--- config.mk ---
export PLATFORM = sky130hd
export DESIGN_NAME = thread_dispatch
export DESIGN_NICKNAME = d
export VERILOG_FILES = /design/src/rtl/tdsp_pkg.sv /design/src/rtl/tdsp_pending.sv /design/src/rtl/tdsp_tier_pick.sv /design/src/rtl/tdsp_irq_gen.sv /design/src/rtl/thread_dispatch.sv
export SDC_FILE = /design/constraint.sdc
export NUM_CORES = 1
export LEC_CHECK = 0
export ABC_CLOCK_PERIOD_IN_PS = 15310
export BUFFER_PORTS_ARGS = -buffer_cell sky130_fd_sc_hd__buf_2
export CAP_MARGIN = 5
export CORE_MARGIN = 3
export CORE_UTILIZATION = 60
export CTS_CLUSTER_DIAMETER = 100
export CTS_CLUSTER_SIZE = 25
export DETAILED_ROUTE_END_ITERATION = 8
export MAX_ROUTING_LAYER = met4
export PLACE_DENSITY = 0.83
export SLEW_MARGIN = 20
export SYNTH_ARGS = -nofsm -noshare
export SYNTH_HDL_FRONTEND = slang
export SYNTH_HIERARCHICAL = 1
export SYNTH_SLANG_ARGS = --single-unit
--- constraint.sdc ---
create_clock -name clk -period 15.31 [get_ports clk]
set_clock_uncertainty 0.05 [all_clocks]
set_input_delay 0.7655 -clock clk [delete_from_list [all_inputs] [get_ports clk]]
set_output_delay 0.7655 -clock clk [all_outputs]
set_load 0.02 [all_outputs]
--- src/rtl/tdsp_pkg.sv ---
package tdsp_pkg;

    localparam int LVL_W = 3;
    localparam logic [LVL_W-1:0] HIGH_TIER_MIN = 3'd4;

    typedef enum logic [1:0] {
        ST_IDLE   = 2'd0,
        ST_LOW    = 2'd1,
        ST_HIGH   = 2'd2,
        ST_NESTED = 2'd3
    } tdsp_state_e;

    function automatic logic lvl_is_high(input logic [LVL_W-1:0] lvl);
        return lvl >= HIGH_TIER_MIN;
    endfunction

    function automatic logic lvl_is_low(input logic [LVL_W-1:0] lvl);
        return (lvl != '0) && (lvl < HIGH_TIER_MIN);
    endfunction

endpackage

--- src/rtl/tdsp_pending.sv ---
module tdsp_pending
    import tdsp_pkg::*;
#(
    parameter int NUM_CH = 8,
    parameter int CH_W   = $clog2(NUM_CH)
) (
    input  logic                    clk,
    input  logic                    rst_n,
    input  logic [NUM_CH-1:0]       req_set_i,
    input  logic [NUM_CH*LVL_W-1:0] prio_i,
    input  logic                    clr_en_i,
    input  logic [CH_W-1:0]         clr_idx_i,
    output logic [NUM_CH-1:0]       pend_o
);

    for (genvar c = 0; c < NUM_CH; c++) begin : g_ch
        logic [LVL_W-1:0] lvl_c;
        logic             set_ok;

        assign lvl_c  = prio_i[c*LVL_W +: LVL_W];
        assign set_ok = req_set_i[c] && (lvl_c != '0);

        always_ff @(posedge clk or negedge rst_n) begin
            if (!rst_n) begin
                pend_o[c] <= 1'b0;
            end else if (set_ok) begin
                pend_o[c] <= 1'b1;
            end else if (clr_en_i && (clr_idx_i == CH_W'(c))) begin
                pend_o[c] <= 1'b0;
            end
        end

        // a request carrying level 0 never marks the channel pending
        p_zero_ignored_r2: assert property (@(posedge clk) disable iff (!rst_n)
            (req_set_i[c] && (lvl_c == '0) && !pend_o[c]) |=> !pend_o[c]);
    end

endmodule

--- src/rtl/tdsp_tier_pick.sv ---
module tdsp_tier_pick
    import tdsp_pkg::*;
#(
    parameter int   NUM_CH    = 8,
    parameter int   CH_W      = $clog2(NUM_CH),
    parameter logic HIGH_TIER = 1'b0
) (
    input  logic                    clk,
    input  logic                    rst_n,
    input  logic [NUM_CH-1:0]       pend_i,
    input  logic [NUM_CH*LVL_W-1:0] prio_i,
    output logic                    found_o,
    output logic [CH_W-1:0]         ch_o,
    output logic [LVL_W-1:0]        lvl_o
);

    always_comb begin
        logic [LVL_W-1:0] lvl_i;
        found_o = 1'b0;
        ch_o    = '0;
        lvl_o   = '0;
        lvl_i   = '0;
        // descending scan with >= lets the lower channel win a tie
        for (int i = NUM_CH - 1; i >= 0; i--) begin
            lvl_i = prio_i[i*LVL_W +: LVL_W];
            if (pend_i[i] && (lvl_i != '0) && (lvl_is_high(lvl_i) == HIGH_TIER)
                && (!found_o || (lvl_i >= lvl_o))) begin
                found_o = 1'b1;
                ch_o    = CH_W'(i);
                lvl_o   = lvl_i;
            end
        end
    end

    // a winner is always a pending, enabled channel of this tier
    p_winner_valid_r4: assert property (@(posedge clk) disable iff (!rst_n)
        found_o |-> (pend_i[ch_o] && (lvl_o != '0) && (lvl_is_high(lvl_o) == HIGH_TIER)));

endmodule

--- src/rtl/tdsp_irq_gen.sv ---
module tdsp_irq_gen #(
    parameter int NUM_CH = 8,
    parameter int CH_W   = $clog2(NUM_CH)
) (
    input  logic              clk,
    input  logic              rst_n,
    input  logic              fire_i,
    input  logic [CH_W-1:0]   ch_i,
    output logic [NUM_CH-1:0] irq_o
);

    always_ff @(posedge clk or negedge rst_n) begin
        if (!rst_n) begin
            irq_o <= '0;
        end else begin
            irq_o <= '0;
            if (fire_i) begin
                irq_o[ch_i] <= 1'b1;
            end
        end
    end

    // one completion line per finished thread, for a single cycle
    p_irq_onehot_r10: assert property (@(posedge clk) disable iff (!rst_n)
        $onehot0(irq_o));
    p_irq_follows_r10: assert property (@(posedge clk) disable iff (!rst_n)
        fire_i |=> irq_o[$past(ch_i)]);
    p_irq_quiet_r10: assert property (@(posedge clk) disable iff (!rst_n)
        !fire_i |=> (irq_o == '0));

endmodule

--- src/rtl/thread_dispatch.sv ---
module thread_dispatch
    import tdsp_pkg::*;
#(
    parameter int NUM_CH = 8,
    parameter int CH_W   = $clog2(NUM_CH)
) (
    input  logic                    clk,
    input  logic                    rst_n,
    input  logic [NUM_CH-1:0]       req_set_i,
    input  logic [NUM_CH*LVL_W-1:0] prio_i,
    input  logic                    done_i,
    output logic                    active_vld_o,
    output logic [CH_W-1:0]         active_ch_o,
    output logic [LVL_W-1:0]        active_lvl_o,
    output logic                    ctx_save_o,
    output logic                    ctx_restore_o,
    output logic [NUM_CH-1:0]       irq_o
);

    localparam int N_TIER = 2;

    logic [NUM_CH-1:0] pend;
    logic              clr_en;
    logic [CH_W-1:0]   clr_idx;

    logic [N_TIER-1:0] t_found;
    logic [CH_W-1:0]   t_ch  [N_TIER];
    logic [LVL_W-1:0]  t_lvl [N_TIER];

    tdsp_state_e      st_q, st_d;
    logic [CH_W-1:0]  ch_q, ch_d, sv_ch_q, sv_ch_d;
    logic [LVL_W-1:0] lvl_q, lvl_d, sv_lvl_q, sv_lvl_d;
    logic             save_q, save_d, restore_q, restore_d;
    logic             fire;

    logic             sel_vld, sel_hi;
    logic [CH_W-1:0]  sel_ch;
    logic [LVL_W-1:0] sel_lvl;

    tdsp_pending #(.NUM_CH(NUM_CH), .CH_W(CH_W)) u_pend (
        .clk       (clk),
        .rst_n     (rst_n),
        .req_set_i (req_set_i),
        .prio_i    (prio_i),
        .clr_en_i  (clr_en),
        .clr_idx_i (clr_idx),
        .pend_o    (pend)
    );

    for (genvar t = 0; t < N_TIER; t++) begin : g_tier
        tdsp_tier_pick #(.NUM_CH(NUM_CH), .CH_W(CH_W), .HIGH_TIER(t == 1)) u_pick (
            .clk     (clk),
            .rst_n   (rst_n),
            .pend_i  (pend),
            .prio_i  (prio_i),
            .found_o (t_found[t]),
            .ch_o    (t_ch[t]),
            .lvl_o   (t_lvl[t])
        );
    end

    // high tier always outranks low tier
    assign sel_hi  = t_found[1];
    assign sel_vld = t_found[1] | t_found[0];
    assign sel_ch  = sel_hi ? t_ch[1]  : t_ch[0];
    assign sel_lvl = sel_hi ? t_lvl[1] : t_lvl[0];
    assign clr_idx = sel_ch;

    // next-state and datapath decisions
    always_comb begin
        st_d      = st_q;
        ch_d      = ch_q;
        lvl_d     = lvl_q;
        sv_ch_d   = sv_ch_q;
        sv_lvl_d  = sv_lvl_q;
        save_d    = 1'b0;
        restore_d = 1'b0;
        clr_en    = 1'b0;
        fire      = 1'b0;
        unique case (st_q)
            ST_IDLE: begin
                if (sel_vld) begin
                    st_d   = sel_hi ? ST_HIGH : ST_LOW;
                    ch_d   = sel_ch;
                    lvl_d  = sel_lvl;
                    clr_en = 1'b1;
                end
            end
            ST_LOW: begin
                if (done_i) begin
                    fire = 1'b1;
                    if (sel_vld) begin
                        st_d   = sel_hi ? ST_HIGH : ST_LOW;
                        ch_d   = sel_ch;
                        lvl_d  = sel_lvl;
                        clr_en = 1'b1;
                    end else begin
                        st_d = ST_IDLE;
                    end
                end else if (sel_hi) begin
                    st_d     = ST_NESTED;
                    sv_ch_d  = ch_q;
                    sv_lvl_d = lvl_q;
                    ch_d     = sel_ch;
                    lvl_d    = sel_lvl;
                    clr_en   = 1'b1;
                    save_d   = 1'b1;
                end
            end
            ST_HIGH: begin
                if (done_i) begin
                    fire = 1'b1;
                    if (sel_vld) begin
                        st_d   = sel_hi ? ST_HIGH : ST_LOW;
                        ch_d   = sel_ch;
                        lvl_d  = sel_lvl;
                        clr_en = 1'b1;
                    end else begin
                        st_d = ST_IDLE;
                    end
                end
            end
            ST_NESTED: begin
                if (done_i) begin
                    fire = 1'b1;
                    if (sel_hi) begin
                        ch_d   = sel_ch;
                        lvl_d  = sel_lvl;
                        clr_en = 1'b1;
                    end else begin
                        st_d      = ST_LOW;
                        ch_d      = sv_ch_q;
                        lvl_d     = sv_lvl_q;
                        restore_d = 1'b1;
                    end
                end
            end
            default: st_d = ST_IDLE;
        endcase
    end

    // state register
    always_ff @(posedge clk or negedge rst_n) begin
        if (!rst_n) begin
            st_q <= ST_IDLE;
        end else begin
            st_q <= st_d;
        end
    end

    // output and context registers
    always_ff @(posedge clk or negedge rst_n) begin
        if (!rst_n) begin
            ch_q      <= '0;
            lvl_q     <= '0;
            sv_ch_q   <= '0;
            sv_lvl_q  <= '0;
            save_q    <= 1'b0;
            restore_q <= 1'b0;
        end else begin
            ch_q      <= ch_d;
            lvl_q     <= lvl_d;
            sv_ch_q   <= sv_ch_d;
            sv_lvl_q  <= sv_lvl_d;
            save_q    <= save_d;
            restore_q <= restore_d;
        end
    end

    tdsp_irq_gen #(.NUM_CH(NUM_CH), .CH_W(CH_W)) u_irq (
        .clk    (clk),
        .rst_n  (rst_n),
        .fire_i (fire),
        .ch_i   (ch_q),
        .irq_o  (irq_o)
    );

    assign active_vld_o  = (st_q != ST_IDLE);
    assign active_ch_o   = ch_q;
    assign active_lvl_o  = lvl_q;
    assign ctx_save_o    = save_q;
    assign ctx_restore_o = restore_q;

    // a running low-tier thread is held unless a high-tier request shows up
    p_low_hold_r5: assert property (@(posedge clk) disable iff (!rst_n)
        (active_vld_o && lvl_is_low(active_lvl_o) && !done_i && !t_found[1])
        |=> ($stable(active_ch_o) && $stable(active_lvl_o)));

    // a pending high-tier request takes over a low-tier thread next edge
    p_preempt_r6: assert property (@(posedge clk) disable iff (!rst_n)
        (active_vld_o && lvl_is_low(active_lvl_o) && !done_i && t_found[1])
        |=> (ctx_save_o && lvl_is_high(active_lvl_o)));
    p_save_single_r6: assert property (@(posedge clk) disable iff (!rst_n)
        ctx_save_o |=> !ctx_save_o);

    // a high-tier thread is never displaced before done
    p_high_hold_r7: assert property (@(posedge clk) disable iff (!rst_n)
        (active_vld_o && lvl_is_high(active_lvl_o) && !done_i)
        |=> ($stable(active_ch_o) && $stable(active_lvl_o) && !ctx_save_o && !ctx_restore_o));

    // restore brings back a low-tier context, never with a save
    p_restore_low_r8: assert property (@(posedge clk) disable iff (!rst_n)
        ctx_restore_o |-> (!ctx_save_o && active_vld_o && lvl_is_low(active_lvl_o)));
    p_restore_single_r8: assert property (@(posedge clk) disable iff (!rst_n)
        ctx_restore_o |=> !ctx_restore_o);

    // idle means no pulses
    p_idle_quiet_r1: assert property (@(posedge clk) disable iff (!rst_n)
        !active_vld_o |-> (!ctx_save_o && !ctx_restore_o));

endmodule

# [Word-level counts from Yosys, hierarchy flattened]
# Cells that the tools add are included.
[totals] register_bits=32 input_bits=35 output_inout_bits=17 elab_cells=276
[op_classes] n_lt_le_gt_ge=24 n_eq_ne=15 mux=105 bitwise_logic=10 n_reduce_logical=106
[ops] cell="2-to-1 mux 3 bit" n=46
[ops] cell="logical AND 1 bit" n=55
[ops] cell="2-to-1 mux 1 bit" n=45
[ops] cell="greater-or-equal comparator 3 bit" n=14
[ops] cell="greater-or-equal comparator 3 bit, second input constant" n=8
[ops] cell="one-hot mux 3 bit (4 select lines)" n=2
[ops] cell="nonzero test 3 bit" n=8
[ops] cell="nonzero test 2 bit" n=9
[ops] cell="2-to-1 mux 2 bit" n=8
[ops] cell="logical NOT 1 bit" n=14
[ops] cell="logical OR 1 bit" n=14
[ops] cell="== test 3 bit, second input constant" n=4
[ops] cell="NOT 1 bit" n=9
[ops] cell="2-to-1 mux 8 bit" n=1
[ops] cell="!= test 2 bit, second input constant" n=4
[ops] cell="one-hot mux 2 bit (4 select lines)" n=1
[ops] cell="== test 3 x 2 -> 1 bit, second input constant" n=2
[ops] cell="AND reduction 3 bit" n=2
[ops] cell="AND reduction 5 bit" n=1
[ops] cell="== test 2 bit, second input constant" n=2
[ops] cell="< comparator 3 x 4 -> 1 bit, second input constant" n=1
[ops] cell="one-hot mux 1 bit (4 select lines)" n=1
[ops] cell="demux 1 bit (select 3 bit)" n=1
[ops] cell="== test 3 x 1 -> 1 bit, second input constant" n=1
[ops] cell="other kinds (7)" n=7

# [Logic depth before layout (Yosys ltp)]
# Gate-level depths: netlist of the first run.
[logic_depth] ltp_word=39 depth_mapped=57 mapped_depth_nobuf=54

# [By module]
# Netlist of the first run, hierarchy kept.
[modules_own_cells] module="tdsp_tier_pick (g_tier[0].u_pick)" instances=1 cells_per_inst=141 area_each_um2=1004.7 seq_area_each_um2=0.0
[modules_own_cells] module="tdsp_tier_pick (g_tier[1].u_pick)" instances=1 cells_per_inst=132 area_each_um2=991.0 seq_area_each_um2=0.0
[modules_own_cells] module="thread_dispatch" instances=1 cells_per_inst=92 area_each_um2=927.1 seq_area_each_um2=400.4
[modules_own_cells] module="tdsp_pending" instances=1 cells_per_inst=36 area_each_um2=404.1 seq_area_each_um2=200.2
[modules_own_cells] module="tdsp_irq_gen" instances=1 cells_per_inst=16 area_each_um2=296.5 seq_area_each_um2=200.2

# [Least setup slack after synthesis of the first run]
# OpenSTA, ideal clock, no wires.
[synth_path] path_kind="input -> register" from="input port prio_i[23]" to="register lvl_q[1] (netlist: active_lvl_o[1])" setup_ps=131 arrival_time_ps=10351 t_required_ps=15129 slack_ps=4779 cell_stages=57 n_path_buf=3 cell_sequence="and2b_2 and2_1 ha_1 nor2b_1 o21ai_0 o21ai_0 mux2i_1 inv_1 ha_1 nand2b_1 a21o_1 a221oi_1 or2_2 clkbuf_2 nor2_1 a21oi_1 ha_1 nand2b_1 [21 not listed] ha_1 nand2b_1 a21o_1 a21oi_1 a21o_1 nand2b_1 a21boi_1 ha_1 nand2b_1 a21o_1 a21oi_1 a21oi_2 nor2_1 a21oi_1 mux2_1 a22o_1 mux2i_1 a22oi_1"
[synth_rtl] item="start, declared" line="thread_dispatch.sv:10" text="input logic [NUM_CH*LVL_W-1:0] prio_i,"
[synth_rtl] item="end signal, assigned" line="thread_dispatch.sv:162" text="lvl_q <= lvl_d;"
[synth_rtl] item="end, declared" line="thread_dispatch.sv:32" text="logic [LVL_W-1:0] lvl_q, lvl_d, sv_lvl_q, sv_lvl_d;"

==> run metrics, run 1 <==
footprint of the multi-input gates=2650 sq um; Resized cells post-CTS=0; Seq cells post-synth=32; DIE HEIGHT=83.7 um; sw power=0.000281 W; final setup TNS=0 ns; Max Freq=86.6 MHz; grt total ovfl=0; Area contributors post-synth=dfrtp_1, ha_1, mux2_2; Port Buffers=51; minimum clock period=11.55 ns; Flop pwr share=0.218; CORE AREA=5680 sq um; Critical Path Start Type=primary input; PnR Total Power=0.000610 W; Starting Density=0.638; Clk Latency, worst-skew pair=0.28 ns; register area=801 sq um; Synth area leader=dfrtp_1; final setup fails=0; RSZ-0062 raised after global routing=false; vias in the first global route=3215; top post-synthesis cells by count=ha_1, dfrtp_1, inv_1; Pleak=2.00 nW; CP startpoint=prio_i[23]; Syn Inst Count=417; Post-synth EDFFs=0; Clock Sinks=32; Worst R2R Start=u_pend/pend_o[7]; per-cell routed wire length=16.6 um; pwr/cell area=152 nW/um^2; Ant. Diodes=0; fin worst setup slack=3.76 ns; Reg2Reg Depth=53; Mapped Avg Cell Area=8.69 sq um; status=complete, no violations; initial antenna violation count=0; Post-CTS Hold Fix Bufs=0; final antenna-violating net count=0; IO Count=52; die footprint=7010 sq um; share of cells above drive strength 1=0.239; Syn Std Cell Area=3620 sq um; ys flop type=dfrtp_1; H-tree levels=2; reg-to-reg setup timing slack=3.92 ns; hold worst-path end=sv_lvl_q[0]; Hold Crit Class=flop to flop; crit path DAT=11.72 ns; worst vdd ir=0.0994 mV; nets=545; Worst-Margin Slew=0.941 ns; site row count=27; DPL Wire Length=7010 um; Pins Over Slew Limit=0; Sw Share=0.460; Slowest-stage cell, CP=a221oi_1; P_int=0.000330 W; WL final=9010 um; Crit path top cell by count=ha_1; Pre-Repair DR Iteration Count=6; max_slew headroom=0.373; Longest Clk Path Bufs=2; Vias/cell=6.32; Root Buffer=clkbuf_8; largest net degree at the start of global routing=33; TritonCTS clock tree=built; post-synthesis sequential area ratio=0.221; reg-to-reg endpoint=active_lvl_o[0]; Clock transition at path regs=0.07 ns; setup repair bufs after CTS=0; Tot GR Track Use=0.268; first-pass GRT wire length=15300 um; post-route cell area=4020 sq um; Max-Cap Viols=0; CP Class=primary input to flop; final hold vios=0; detailed-route DRC error count=0; yosys warns=6; Final period util=0.755; post-synth cell types=81; Area growth syn-to-layout=11.0%; Worst Path Required=15.48 ns; Post-synth ARST share=1.00; total CTS buffers=5; dpl cell area=3920 sq um; top-area cell type share of the netlist area=0.221; HP Start=sv_lvl_q[0]; clock power share=0.133; via count=3419; max incr delay on CP=0.37 ns; routability cong.=0.934; die width=83.7 um; most common cell in the netlist=ha_1; kind of end point of the critical path=flop; fill count=490; Critical Path Fanout Max=8; Hold Path Stages=1; Logic pwr share=0.649; DRT iter0 DRCs=250; Placement Setup Slack=3.70 ns
## cell usage in the layout, fill, tap and decap left out, types with 5 or more instances in the layout
cell type and count:
nand2_1 31, o211ai_1 6, nor2b_1 11, o21bai_1 5, ha_1 42, or2_2 7
a221oi_1 5, a21oi_1 21, and4bb_2 6, a21o_1 7, nor2_1 15, conb_1 8
dfrtp_1 32, clkbuf_8 5, nand3_1 7, nand2b_1 14, a22o_1 6, o21ai_0 25
and3_1 7, mux2_2 12, inv_1 32, mux2i_1 8, and2_1 6, buf_2 51
o31ai_1 6, o21a_1 6
## final cells by class
class                      instances  area share
multi-input combinational        345       0.658
sequential                        32       0.199
timing repair buffer              51      0.0634
inverter                          33      0.0308
tap                               72      0.0224
clock buffer                       6      0.0180
clock inverter                     2     0.00871
## registers in the layout, indices dropped and copies added, names as in the netlist
register	flops
active_ch_o	3
active_lvl_o	3
ctx_restore_o	1
ctx_save_o	1
st_q	2
sv_ch_q	3
sv_lvl_q	3
u_irq/irq_o	8
u_pend/pend_o	8
## through the flow
step / hold WS, ns / cells / utilization
after floorplan: 0.420 / 423 / -
after global placement: 0.438 / 533 / 0.690
after detailed placement: 0.445 / 533 / 0.690
after CTS: 0.460 / 541 / 0.709
after global routing: 0.477 / 541 / 0.709
final: 0.461 / 541 / 0.709
## routing by layer
layer / vias up / part of all wire / track usage
met1: 1628 / 0.45 / 0.355
li1: 1655 / - / -
met2: 118 / 0.47 / 0.416
met5: - / 0 / -
met3: 18 / 0.067 / 0.0494
met4: 0 / 0.017 / 0.0819
## power groups by stage
stage	Combinational, W	Sequential [W]	Clock, W
2_1_floorplan	0.000290	0.000138	0
3_3_place_gp	0.000372	0.000131	0
3_5_place_dp	0.000388	0.000133	0
4_1_cts	0.000391	0.000132	0.0000822
5_1_grt	0.000437	0.000137	0.0000854
6_report	0.000396	0.000133	0.0000813
## cell families after synthesis
kind of cell / count (synthesis) / share of synthesized area
compound gates: 137 / 0.278
simple gates: 135 / 0.228
buf+inv: 46 / 0.0549
fa+ha+maj: 42 / 0.145
flops: 32 / 0.221
mux: 23 / 0.0708
other cells: 2 / 0.00207
## critical path, delay by kind of cell
kind	cells	cell delay (ns)
buf+inv	3	0.31
simple gates	15	2.50
mux	4	0.97
fa+ha+maj	7	1.83
compound gates	25	5.34
## how the worst max path moves through the flow
stage / end / slack (ns) / cells after the start
2_1_floorplan: active_lvl_o[1] / 4.78 / 57
3_3_place_gp: active_lvl_o[1] / 4.09 / 55
3_5_place_dp: active_lvl_o[1] / 3.70 / 55
4_1_cts: active_lvl_o[1] / 3.93 / 55
5_1_grt: u_pend/pend_o[1] / 2.73 / 54
6_report: active_lvl_o[0] / 3.76 / 54
(Power assumes the default switching activity.)
==> run 2: changes to the inputs <==
ABC_CLOCK_PERIOD_IN_PS = 9500   (was 15310)
CORE_UTILIZATION = 53   (was 60)
PLACE_DENSITY = 0.78   (was 0.83)
clock period = 9.5 ns   (was 15.31 ns; I/O delays follow)
==> run 2 against run 1 <==
- hold slack worse by 0.27 ns
- the flow now finishes with violations (negative setup slack)
- clock power up 61%
- die area grew 12%
- worst setup slack got worse by 3.9 ns
- total power increased by 120%
- largest cell class unchanged
- sequential share of layout area is 3.5 points lower
- count of clock-buffer cells in the layout did not move
==> run metrics, run 2 (same netlist as run 1, synthesis figures left out) <==
status=complete, but fails checks; failing checks=negative setup slack; pwr/cell area=270 nW/um^2; final setup fails=10; vias in the first global route=3635; Inst Count DP=576; Max Freq=104 MHz; post-route cell area=4870 sq um; max incr delay on CP=0.40 ns; Logic pwr share=0.740; nets=615; detailed-route DRC error count=0; kind of end point of the critical path=flop; per-cell routed wire length=18.0 um; commonest non-fill, non-tap cell in the layout=buf_4; largest net degree at the start of global routing=33; Pins Over Slew Limit=0; initial antenna violation count=0; Worst-Margin Slew=0.817 ns; sw power=0.000566 W; share of cells above drive strength 1=0.427; Fin Hold WS=0.187 ns; RSZ-0062 raised after global routing=true; CORE AREA=6490 sq um; via count=3862; Longest Clk Path Bufs=2; Root Buffer=clkbuf_8; Crit path buffers/inverters=2; Port Buffers=51; reg-to-reg setup timing slack=-0.14 ns; WL final=11100 um; Critical Path Start Type=flop; Clock transition at path regs=0.07 ns; Hold Crit Class=primary input to asynchronous set/reset pin; Tot GR Track Use=0.272; Worst Path Required=9.67 ns; first-pass GRT wire length=16600 um; Pre-Repair DR Iteration Count=5; CP delay by family, top=compound AO/OA/AOI/OAI gates; final antenna-violating net count=0; crit path DAT=9.81 ns; Critical Path Fanout Max=8; top flop regs=u_irq/irq_o: 8 flops, u_pend/pend_o: 8 flops; Final period util=1.02; DIE HEIGHT=88.7 um; Starting Density=0.558; fill count=457; TritonCTS clock tree=built; Pleak=2.44 nW; minimum clock period=9.64 ns; Area growth syn-to-layout=34.5%; final hold vios=0; P_int=0.000752 W; dpl cell area=4340 sq um; total CTS buffers=5; max_slew headroom=0.455; Layout Cells excl Fill=616; Clock Sinks=32; worst vdd ir=0.167 mV; Vias/cell=6.27; clock power share=0.100; H-tree levels=2; Clk Latency, worst-skew pair=0.29 ns; final core utilization=0.750; DRT iter0 DRCs=276; Slowest-stage cell, CP=mux2_2; DPL Wire Length=7580 um; die footprint=7870 sq um; die width=88.7 um; CP Class=flop to flop; site row count=29; Flop pwr share=0.161; Ant. Diodes=0; most frequent cells in the layout=buf_4, buf_2, ha_1; fin worst setup slack=-0.145 ns; grt total ovfl=0; Max-Cap Viols=0; routability cong.=0.957; IO Count=52; Sw Share=0.430
## run 2: cell count changes in the layout (fill, tap and decap cells not counted), sizes merged
cell,previous run,this run
buf,51,121
## run 2: stage by stage
| stage | total power [W] | setup WS [ns] | TNS, ns |
|---|---|---|---|
| 6_report | 0.00132 | -0.145 | -1.17 |
| 5_1_grt | 0.00140 | -0.597 | -6.33 |
| 4_1_cts | 0.00118 | 0.00237 | 0 |
| 3_5_place_dp | 0.000988 | -0.508 | -4.94 |
| 3_3_place_gp | 0.000959 | -0.310 | -2.45 |
| 2_1_floorplan | 0.000737 | -0.0901 | -0.355 |
## run 2: area by class of cell
class	instances	area, sq um	share of cell area
flip-flops and latches	32	801	0.164
well taps	77	96.3	0.0198
clock buffers	6	72.6	0.0149
inverters	33	124	0.0254
repair buffers	121	786	0.161
clock inverters	2	35.0	0.00719
multi-input cells	345	2960	0.607
## run 2: power groups by stage
stage,registers [W],logic (W),clock network [W]
after floorplan,0.000222,0.000514,0
after global placement,0.000209,0.000750,0
final,0.000212,0.000975,0.000131
after CTS,0.000209,0.000843,0.000130
after global routing,0.000216,0.00105,0.000139
after detailed placement,0.000211,0.000777,0
## run 2: final timing paths
check / startpoint / endpoint / depth (start not counted)
max reg2reg: u_pend/pend_o[7] / u_pend/pend_o[4] / 50
min: rst_n / active_ch_o[2] / 1
max: u_pend/pend_o[7] / u_pend/pend_o[4] / 50
max in group asynchronous: rst_n / st_q[1] / 1
min reg2reg: sv_ch_q[2] / sv_ch_q[2] / 1
min in group clk: req_set_i[7] / u_pend/pend_o[7] / 2
## run 2: per-layer routing
layer | routed length, um | part of all wire | track usage | up-vias
met2 | 5360 | 0.48 | 0.457 | 149
met1 | 4770 | 0.43 | 0.343 | 1870
met3 | 583 | 0.053 | 0.0298 | 51
met4 | 385 | 0.035 | 0.0797 | 0
li1 | - | - | - | 1792
met5 | 0 | 0 | - | -
## run 2: timing repair
item                                    CTS  global route
resized for setup                        10            33
hold endpoints to repair                  0             0
endpoints found under the setup margin   10            13
buffers inserted                         17            15
pin swaps                                11            32
hold buffers                              0             0
==> run 3: changes to the inputs <==
MAX_ROUTING_LAYER = not set   (was met4)
==> run 3 against run 2 <==
- the flow still finishes with violations (negative setup slack)
- highest routed layer unchanged
- hold slack improved by 0.0037 ns
- clock power barely moved
- total power fell by 1.5%
==> run metrics, run 3 (same netlist as run 1, synthesis figures left out) <==
RSZ-0062 raised after global routing=true; Worst Path Required=9.63 ns; site row count=29; CP Class=flop to flop; worst vdd ir=0.154 mV; DRT iter0 DRCs=252; grt total ovfl=0; final antenna-violating net count=0; final setup fails=11; Max-Cap Viols=0; fill count=437; max_slew headroom=0.426; Pleak=2.46 nW; total CTS buffers=5; failing checks=negative setup slack; die footprint=7870 sq um; commonest non-fill, non-tap cell in the layout=buf_4; DPL Wire Length=7510 um; Starting Density=0.558; minimum clock period=9.70 ns; max incr delay on CP=0.38 ns; initial antenna violation count=0; Clock Sinks=32; Worst-Margin Slew=0.851 ns; fin worst setup slack=-0.200 ns; top flop regs=u_irq/irq_o: 8 flops, u_pend/pend_o: 8 flops; die width=88.7 um; nets=617; most frequent cells in the layout=buf_4, buf_2, ha_1; reg-to-reg endpoint=u_pend/pend_o[3]; routability cong.=0.931; Clk Latency, worst-skew pair=0.29 ns; crit path DAT=9.83 ns; Worst R2R Start=u_pend/pend_o[7]; Layout Cells excl Fill=618; Pre-Repair DR Iteration Count=5; CORE AREA=6490 sq um; Critical Path Fanout Max=8; share of cells above drive strength 1=0.420; kind of end point of the critical path=flop; PnR Total Power=0.00130 W; status=complete, but fails checks; Root Buffer=clkbuf_8; Pins Over Slew Limit=0; IO Count=52; Hold Crit Class=primary input to asynchronous set/reset pin; Port Buffers=51; Longest Clk Path Bufs=2; per-cell routed wire length=17.6 um; WL final=10900 um; first-pass GRT wire length=16500 um; largest net degree at the start of global routing=33; Reg2Reg Depth=59; final hold vios=0; DIE HEIGHT=88.7 um; Vias/cell=6.20; Max Freq=103 MHz; H-tree levels=2; Slowest-stage cell, CP=dfrtp_1; Area growth syn-to-layout=34.7%; Final period util=1.02; TritonCTS clock tree=built; Tot GR Track Use=0.264; via count=3833; Critical Path Start Type=flop; Ant. Diodes=0; reg-to-reg setup timing slack=-0.20 ns; Crit path top cell by count=buf_4; pwr/cell area=266 nW/um^2; Inst Count DP=575; Clock transition at path regs=0.07 ns; vias in the first global route=3553; detailed-route DRC error count=0
## run 3: changes by cell type in the layout (fill, tap and decap cells not counted), sizes merged
cell / delta
buf: +1
clkdlybuf4s15: +1
## run 3: final cells by class
cell class,count,area [sq um],area share
Multi-Input combinational cell,345,2950,0.604
Inverter,33,124,0.0254
Clock inverter,2,35.0,0.00718
Sequential cell,32,801,0.164
Tap cell,77,96.3,0.0197
Clock buffer,6,72.6,0.0149
Timing Repair Buffer,123,803,0.165
## run 3: layer usage
| layer | track usage | vias to the layer above | wire (um) |
|---|---|---|---|
| li1 | - | 1798 | - |
| met1 | 0.340 | 1856 | 4690 |
| met2 | 0.450 | 147 | 5280 |
| met3 | 0.0484 | 32 | 655 |
| met4 | 0.0783 | 0 | 243 |
| met5 | 0 | - | 0 |
## run 3: report_power, final
| group | switching, W | leakage, nW | internal, W |
|---|---|---|---|
| Combinational | 0.000458 | 2.02 | 0.000500 |
| Sequential | 0.0000428 | 0.382 | 0.000168 |
| Clock | 0.0000515 | 0.0552 | 0.0000778 |
| Total | 0.000553 | 2.46 | 0.000745 |
## run 3: timing repair
item | CTS | global route
pin swaps | 12 | 32
setup buffers | 22 | 13
gates resized for setup | 12 | 25
hold endpoints to repair | 0 | 0
setup endpoints to repair | 10 | 13
hold buffers | 0 | 0
## run 3: through the flow
step / TNS (ns) / hold WS [ns] / setup slack [ns] / area [sq um] / util
floorplan: -0.355 / 0.129 / -0.0901 / 3800 / -
global placement: -2.18 / 0.435 / -0.286 / 4330 / 0.666
global route: -6.79 / 0.230 / -0.636 / 4880 / 0.751
detailed placement: -4.92 / 0.446 / -0.511 / 4340 / 0.668
finish: -1.60 / 0.191 / -0.200 / 4880 / 0.751
CTS: 0 / 0.197 / 0.0220 / 4660 / 0.718
## run 3: worst max-delay path by stage
stage,start,cells past startpoint,to
CTS,u_pend/pend_o[7],54,active_lvl_o[1]
finish,u_pend/pend_o[7],59,u_pend/pend_o[3]
global route,u_pend/pend_o[7],55,active_lvl_o[1]
floorplan,prio_i[23],56,active_lvl_o[1]
detailed placement,prio_i[23],54,u_pend/pend_o[0]
global placement,prio_i[23],53,u_pend/pend_o[0]
## run 3: critical path: cells and delay by family, from the launching register on
kind,cells,cell delay (ns)
compound gates,23,3.66
fa+ha+maj,6,1.43
mux,2,0.49
flops,1,0.38
simple gates,11,1.53
buf+inv,17,2.05
